File: src/rtl/v5_pkg.sv
package v5_pkg;
  localparam int BYTE_W = 8;
  localparam int BIP_W  = 2;
  localparam int LBL_W  = 3;
  localparam int MAP_W  = 4;

  localparam logic [LBL_W-1:0] LBL_EQUIP     = 3'b001;
  localparam logic [MAP_W-1:0] MAP_BYTE_SYNC = 4'd4;
  localparam logic [MAP_W-1:0] MAP_DIRECT_HI = 4'd6;

  localparam logic [1:0] ERR_CONT = 2'b01;
  localparam logic [1:0] ERR_HOST = 2'b10;

  // bits of a byte that belong to parity lane `lane`
  function automatic logic [BYTE_W-1:0] lane_mask(input int lane);
    logic [BYTE_W-1:0] m;
    m = '0;
    for (int i = 0; i < BYTE_W; i++)
      if ((i % BIP_W) == lane) m[i] = 1'b1;
    return m;
  endfunction

  function automatic logic [LBL_W-1:0] map_to_label(input logic [MAP_W-1:0] mt);
    if (mt <= MAP_DIRECT_HI) return mt[LBL_W-1:0];
    return LBL_EQUIP;
  endfunction
endpackage

File: src/rtl/v5_rst_sync.sv
module v5_rst_sync #(
  parameter int STAGES = 2
) (
  input  logic clk,
  input  logic rst_n,
  output logic rst_n_s
);
  localparam int LAST = STAGES - 1;

  logic [LAST:0] sh_q;
  logic [LAST:0] sh_d;

  always_comb begin
    sh_d = {sh_q[LAST:0], 1'b1} >> 0;
    sh_d = {sh_q, 1'b1} [LAST:0];
  end

  always_ff @(posedge clk or negedge rst_n) begin
    if (!rst_n) sh_q <= '0;
    else        sh_q <= sh_d;
  end

  assign rst_n_s = sh_q[LAST];
endmodule

File: src/rtl/v5_bip_acc.sv
module v5_bip_acc
  import v5_pkg::*;
(
  input  logic              clk,
  input  logic              rst_n,
  input  logic              en,
  input  logic              restart,
  input  logic [BYTE_W-1:0] data,
  output logic [BIP_W-1:0]  par_q
);
  logic [BIP_W-1:0] fold;
  logic [BIP_W-1:0] par_d;

  for (genvar l = 0; l < BIP_W; l++) begin : g_lane
    assign fold[l] = ^(data & lane_mask(l));
  end

  always_comb begin
    par_d = par_q;
    if (en) par_d = restart ? fold : (par_q ^ fold);
  end

  always_ff @(posedge clk or negedge rst_n) begin
    if (!rst_n) par_q <= '0;
    else        par_q <= par_d;
  end

  AST_ACC_HOLD: assert property (@(posedge clk) disable iff (!rst_n)
    !en |=> $stable(par_q));
endmodule

File: src/rtl/v5_field_sel.sv
module v5_field_sel
  import v5_pkg::*;
(
  input  logic             upsr,
  input  logic [MAP_W-1:0] map_type,
  input  logic             rei_en,
  input  logic             rfi_man_en,
  input  logic             rfi_man_val,
  input  logic             rdi_man_en,
  input  logic             rdi_man_val,
  input  logic             erdi_en,
  input  logic             st_rei,
  input  logic             st_rfi,
  input  logic             st_rdi,
  input  logic             rx_bip_err,
  input  logic             rx_fail,
  input  logic             rx_ais,
  input  logic             rx_lop,
  input  logic             ds1_rai,
  output logic             rei,
  output logic             rfi,
  output logic             rdi,
  output logic [LBL_W-1:0] label
);
  logic byte_sync;
  logic rfi_auto;
  logic rdi_auto;

  assign byte_sync = (map_type == MAP_BYTE_SYNC);
  assign rfi_auto  = rx_fail | (ds1_rai & byte_sync);
  assign rdi_auto  = rx_ais | rx_lop;
  assign label     = map_to_label(map_type);

  always_comb begin
    rei = 1'b0;
    if (rei_en) rei = upsr ? st_rei : rx_bip_err;
  end

  always_comb begin
    if (rfi_man_en) rfi = rfi_man_val;
    else if (upsr)  rfi = st_rfi;
    else            rfi = rfi_auto;
  end

  always_comb begin
    if (erdi_en)         rdi = 1'b0;
    else if (rdi_man_en) rdi = rdi_man_val;
    else if (upsr)       rdi = st_rdi;
    else                 rdi = rdi_auto;
  end
endmodule

File: src/rtl/v5_ovh_gen.sv
module v5_ovh_gen
  import v5_pkg::*;
(
  input  logic              clk,
  input  logic              rst_n,
  input  logic              in_vld,
  input  logic              in_sf_start,
  input  logic [BYTE_W-1:0] in_byte,
  input  logic              cfg_ais,
  input  logic              cfg_lpbk,
  input  logic              cfg_upsr,
  input  logic [MAP_W-1:0]  cfg_map_type,
  input  logic [1:0]        cfg_err_mode,
  input  logic              host_err_bit,
  input  logic              cfg_rei_en,
  input  logic              cfg_rfi_man_en,
  input  logic              cfg_rfi_man_val,
  input  logic              cfg_rdi_man_en,
  input  logic              cfg_rdi_man_val,
  input  logic              cfg_erdi_en,
  input  logic [BYTE_W-1:0] lb_v5,
  input  logic              st_rei,
  input  logic              st_rfi,
  input  logic              st_rdi,
  input  logic              rx_bip_err,
  input  logic              rx_fail,
  input  logic              rx_ais,
  input  logic              rx_lop,
  input  logic              ds1_rai,
  output logic              out_vld,
  output logic              out_v5_slot,
  output logic [BYTE_W-1:0] out_byte
);
  logic rst_n_s;

  v5_rst_sync #(.STAGES(2)) i_rst_sync (
    .clk     (clk),
    .rst_n   (rst_n),
    .rst_n_s (rst_n_s)
  );

  // ---- field selection for the V5 byte
  logic             f_rei, f_rfi, f_rdi;
  logic [LBL_W-1:0] f_label;

  v5_field_sel i_field_sel (
    .upsr        (cfg_upsr),
    .map_type    (cfg_map_type),
    .rei_en      (cfg_rei_en),
    .rfi_man_en  (cfg_rfi_man_en),
    .rfi_man_val (cfg_rfi_man_val),
    .rdi_man_en  (cfg_rdi_man_en),
    .rdi_man_val (cfg_rdi_man_val),
    .erdi_en     (cfg_erdi_en),
    .st_rei      (st_rei),
    .st_rfi      (st_rfi),
    .st_rdi      (st_rdi),
    .rx_bip_err  (rx_bip_err),
    .rx_fail     (rx_fail),
    .rx_ais      (rx_ais),
    .rx_lop      (rx_lop),
    .ds1_rai     (ds1_rai),
    .rei         (f_rei),
    .rfi         (f_rfi),
    .rdi         (f_rdi),
    .label       (f_label)
  );

  // ---- BIP-2 over the outgoing stream
  logic [BIP_W-1:0]  bip_prev;
  logic [BYTE_W-1:0] byte_d;

  v5_bip_acc i_bip_acc (
    .clk     (clk),
    .rst_n   (rst_n_s),
    .en      (in_vld),
    .restart (in_sf_start),
    .data    (byte_d),
    .par_q   (bip_prev)
  );

  // ---- next-state logic
  logic              sf_beat;
  logic              ais_q, ais_d, ais_now;
  logic              err_on;
  logic [BIP_W-1:0]  bip_tx;
  logic [BYTE_W-1:0] v5_gen;
  logic              vld_d, slot_d;
  logic [BYTE_W-1:0] out_byte_d;
  logic              vld_q, slot_q;
  logic [BYTE_W-1:0] out_byte_q;

  assign sf_beat = in_vld & in_sf_start;
  assign ais_now = in_sf_start ? cfg_ais : ais_q;

  always_comb begin
    unique case (cfg_err_mode)
      ERR_CONT: err_on = 1'b1;
      ERR_HOST: err_on = host_err_bit;
      default:  err_on = 1'b0;
    endcase
    bip_tx = bip_prev ^ {BIP_W{err_on}};
    v5_gen = {bip_tx, f_rei, f_rfi, f_label, f_rdi};
  end

  always_comb begin
    if (ais_now)          byte_d = '1;
    else if (!in_sf_start) byte_d = in_byte;
    else if (cfg_lpbk)    byte_d = lb_v5;
    else                  byte_d = v5_gen;
  end

  always_comb begin
    ais_d      = sf_beat ? cfg_ais : ais_q;
    vld_d      = in_vld;
    slot_d     = sf_beat;
    out_byte_d = in_vld ? byte_d : out_byte_q;
  end

  // ---- registers
  always_ff @(posedge clk or negedge rst_n_s) begin
    if (!rst_n_s) begin
      ais_q      <= 1'b0;
      vld_q      <= 1'b0;
      slot_q     <= 1'b0;
      out_byte_q <= '0;
    end else begin
      ais_q      <= ais_d;
      vld_q      <= vld_d;
      slot_q     <= slot_d;
      out_byte_q <= out_byte_d;
    end
  end

  assign out_vld     = vld_q;
  assign out_v5_slot = slot_q;
  assign out_byte    = out_byte_q;

  // ---- assertions
  AST_SLOT_HAS_VLD: assert property (@(posedge clk) disable iff (!rst_n_s)
    out_v5_slot |-> out_vld);
  AST_PASS_THROUGH: assert property (@(posedge clk) disable iff (!rst_n_s)
    (in_vld && !in_sf_start && !ais_q) |=> (out_byte == $past(in_byte)));
  AST_AIS_SLOT_ONES: assert property (@(posedge clk) disable iff (!rst_n_s)
    (sf_beat && cfg_ais) |=> (out_byte == '1));
  AST_AIS_HELD: assert property (@(posedge clk) disable iff (!rst_n_s)
    (in_vld && !in_sf_start && ais_q) |=> (out_byte == '1));
  AST_LPBK_COPY: assert property (@(posedge clk) disable iff (!rst_n_s)
    (sf_beat && !cfg_ais && cfg_lpbk) |=> (out_byte == $past(lb_v5)));
  AST_ERDI_CLEAR: assert property (@(posedge clk) disable iff (!rst_n_s)
    (sf_beat && !cfg_ais && !cfg_lpbk && cfg_erdi_en) |=> !out_byte[0]);
  AST_UNEQ_LABEL: assert property (@(posedge clk) disable iff (!rst_n_s)
    (sf_beat && !cfg_ais && !cfg_lpbk && cfg_map_type == '0)
      |=> (out_byte[3:1] == '0));
endmodule

File: config.mk
export PLATFORM = sky130hd
export DESIGN_NAME = v5_ovh_gen
export DESIGN_NICKNAME = d
export VERILOG_FILES = /design/src/rtl/v5_pkg.sv /design/src/rtl/v5_rst_sync.sv /design/src/rtl/v5_bip_acc.sv /design/src/rtl/v5_field_sel.sv /design/src/rtl/v5_ovh_gen.sv
export SDC_FILE = /design/constraint.sdc
export NUM_CORES = 1
export LEC_CHECK = 0
export ABC_CLOCK_PERIOD_IN_PS = 1050
export CAP_MARGIN = 20
export CORE_MARGIN = 2
export CORE_UTILIZATION = 35
export CTS_BUF_LIST = sky130_fd_sc_hd__clkbuf_4 sky130_fd_sc_hd__clkbuf_8
export DETAILED_ROUTE_END_ITERATION = 8
export HOLD_SLACK_MARGIN = 0.02
export PLACE_DENSITY = 0.85
export SYNTH_ARGS = -nofsm -noshare
export SYNTH_HDL_FRONTEND = slang
export SYNTH_SLANG_ARGS = --single-unit
File: constraint.sdc
create_clock -name clk -period 1.05 [get_ports clk]
set_input_delay 0.21 -clock clk [delete_from_list [all_inputs] [get_ports clk]]
set_output_delay 0.21 -clock clk [all_outputs]
set_load 0.03 [all_outputs]
==> impl_metrics.yaml <==
run_status:
  violations_in_the_final_reports: "setup timing"
  run_status: "finished with violations"
cells_and_area:
  post-route-cell-area_um2: 1950
  insertedDiodeCount: 0
  layout.cells.non_filler: 226
  post-route-util: 0.713
  drive_above_1_share: 0.426
  final_net_count: 242
  synthToLayoutAreaGrowth_pct: 95.8
die:
  die_area_um2: 3280
  rows: 19
  floorplan.initialDensity: 0.364
  die_height_um: 57.3
  dieWidth_um: 57.3
  core_region_area_um2: 2730
  ioPinCount: 54
timing:
  final_period_minus_worst_setup_slack_ps: 1840
  relSlewSlack: 0.653
  setup_ws_ps: -789
  setup_viol_count_final: 12
  rsz0062_at_grt: "yes"
  worst_slew_pin_slew_ps: 521
  skew_ps: 5.45
  timing_max_transition_violations_final: 0
  hold_viol_final: 0
  post_route_setup_tns_ps: -4590
  timing.final.crit_share: 1.75
  achievable_clock_frequency_mhz: 544
grt:
  grt_first_pass_wirelength_um: 6010
  grt_usage: 0.241
  grt_pass1_vias: 1349
  grt_max_degree: 14
  antenna_found_initial: 0
  global_route.overflow_total: 0
critical_path:
  cp_data_arrival_time_ps: 2050
  critical_path.reg2reg.endpoint: "i_bip_acc.par_q[1]"
  worstRegToRegCells: 7
  regToRegStartpoint: "ais_q"
  critical_path.startpoint_type: "register"
  r2r_setup_slack_ps: -790
  cpPeakStageDelay_ps: 460
  cpMostUsedCell: "sky130_fd_sc_hd__xnor2_1"
  path_class: "reg2reg"
  required_ps: 1260
  crit_path_end_kind: "register"
  critPathMaxFanout: 5
  cp_cell_sequence: "nor3_2 -> a21oi_2 -> a31oi_2 -> xor2_1 -> xnor2_1 -> mux2i_1 -> xnor2_1"
  crit_slowest_cell: "sky130_fd_sc_hd__dfrtp_2"
yosys:
  post_synth_main_area_contributors: "sky130_fd_sc_hd__dfrtp_1 38%, sky130_fd_sc_hd__a21oi_1 6.5%, sky130_fd_sc_hd__nor3_1 6.0%"
  synth_seq_area_share: 0.377
  netlist.top_cell.by_area: "sky130_fd_sc_hd__dfrtp_1"
  synth_common_cells: "15 x sky130_fd_sc_hd__dfrtp_1, 13 x sky130_fd_sc_hd__a21oi_1, 12 x sky130_fd_sc_hd__nand2_1, 12 x sky130_fd_sc_hd__nor3_1, 8 x sky130_fd_sc_hd__nor2_1"
  async_reset_ff_frac: 1.00
  syn-num-nets: 156
  ys.flop_type: "sky130_fd_sc_hd__dfrtp_1"
  post_synth_edffs: 0
  netlist_instances: 110
  synth_cell_type_count: 34
  post_synth.cell_area_avg_um2: 9.04
  synth-seq-cells: 15
  ys_warn_count: 0
  syn-cell-area_um2: 995
  synthDominantCellAreaShare: 0.377
  yosysMostFrequentCell: "sky130_fd_sc_hd__dfrtp_1"
clocking:
  cts_made_buffers: 3
  insertion_delay_ps: 280
  clock_tree.root_cell: "sky130_fd_sc_hd__clkbuf_4"
  clock_slew_at_the_register_clock_pins_of_the_worst_setup_and_hold_paths_ps: 90
  h-tree-depth: 1
  cts-root-to-sink-buffers: 2
  tritoncts: "done"
  numClockSinks: 15
  cts_hold_buf: 0
route:
  viasPerCell: 5.18
  final_antenna_net_count: 0
  detail_route.wl_per_cell_um: 16.3
  routed_wl_um: 3680
  first_pass_drt_iterations: 4
  detail_route.iter0.violations: 26
  via_count: 1171
  drc: 0
placement:
  count_of_buffers_from_port_buffering: 53
  dpl-instance-area_um2: 1730
  dp_worst_setup_slack_ps: -1270
  hpwlAfterDp_um: 2680
  place.detailed.instances: 213
  finalWeightedCongestion: 0.887
pwr:
  ir_drop_uv: 857
  total_leakage_power_uw: 0.000826
  power.density_nw_per_um2: 1050
job:
  cap_viol_max_count: 0
hold_path:
  holdCritPathClass: "in2async"
==> stage by stage <==
step | hold slack, ps | total power (µW)
floorplan | -85.6 | 1170
global placement | 211 | 1540
detailed placement | 235 | 1570
CTS | 70.0 | 2040
global route | 74.6 | 2170
finish | 81.5 | 2050
==> registers in the layout, indices dropped and copies added, names as in the netlist <==
signal / flops
out_vld: 1
i_bip_acc.par_q: 2
out_v5_slot: 1
i_rst_sync.sh_q: 2
out_byte: 8
ais_q: 1
==> worst max-delay path, delay by kind of cell (launching register included) <==
family	cells	cell delay, ps
simple gates	1	220
compound gates	2	290
mux	1	250
flops	1	460
xor+xnor	3	540
==> cells by family after synthesis <==
| group | Yosys count | synth area share |
|---|---|---|
| other cells | 1 | 0.00377 |
| simple gates | 42 | 0.201 |
| fa+ha+maj | 2 | 0.0252 |
| flops | 15 | 0.377 |
| compound gates | 28 | 0.200 |
| mux | 6 | 0.0654 |
| xor+xnor | 6 | 0.0667 |
| buf+inv | 10 | 0.0604 |
==> routing by layer <==
metal	global-route usage	routed length (µm)
met2	0.461	2070
met5	0	0
met4	0.0897	79
met1	0.262	1370
met3	0.0408	160
==> timing repair <==
action                                 CTS  global route
pin swaps                               12             1
endpoints found under the hold margin    0             0
gates resized for setup                 48             3
buffers inserted                         8             1
setup endpoints to repair               20            21
==> report_power, final <==
part | leakage, µW | switching [µW] | internal [µW]
clock network | 0.0000177 | 189 | 141
logic | 0.000643 | 427 | 538
registers | 0.000166 | 87.7 | 669
total | 0.000826 | 704 | 1350
==> layout make-up <==
| class | count | area (µm²) |
|---|---|---|
| timing repair buffer | 87 | 788 |
| fill | 219 | 786 |
| multi-input combinational | 85 | 699 |
| sequential | 15 | 377 |
| tap | 31 | 38.8 |
| clock buffer | 3 | 22.5 |
| inverter | 4 | 17.5 |
| clock inverter | 1 | 5.00 |
==> worst max-delay path by stage <==
stage                      startpoint                  to  slack, ps  cells after the start
after global routing            ais_q  i_bip_acc.par_q[1]       -910                      7
after detailed placement  in_sf_start  i_bip_acc.par_q[0]      -1270                      8
after CTS                       ais_q  i_bip_acc.par_q[0]       -820                      7
final                           ais_q  i_bip_acc.par_q[1]       -790                      7
after global placement    in_sf_start  i_bip_acc.par_q[0]      -1220                      8
after floorplan                 ais_q  i_bip_acc.par_q[0]       -630                      8
==> layout by cell type, fill, tap and decap left out, types with 3 or more instances in the layout <==
cell                              instances
sky130_fd_sc_hd__buf_4                   33
sky130_fd_sc_hd__clkdlybuf4s50_1         31
sky130_fd_sc_hd__dfrtp_1                 14
sky130_fd_sc_hd__nand2_1                 12
sky130_fd_sc_hd__buf_6                   12
sky130_fd_sc_hd__dlygate4sd2_1            9
sky130_fd_sc_hd__a21oi_1                  8
sky130_fd_sc_hd__nor2_1                   8
sky130_fd_sc_hd__nor3_2                   7
sky130_fd_sc_hd__a31oi_2                  4
sky130_fd_sc_hd__a21oi_2                  4
sky130_fd_sc_hd__xnor2_1                  3
sky130_fd_sc_hd__nor3_1                   3
sky130_fd_sc_hd__mux2_2                   3
sky130_fd_sc_hd__clkbuf_4                 3
(Power assumes the default switching activity.)
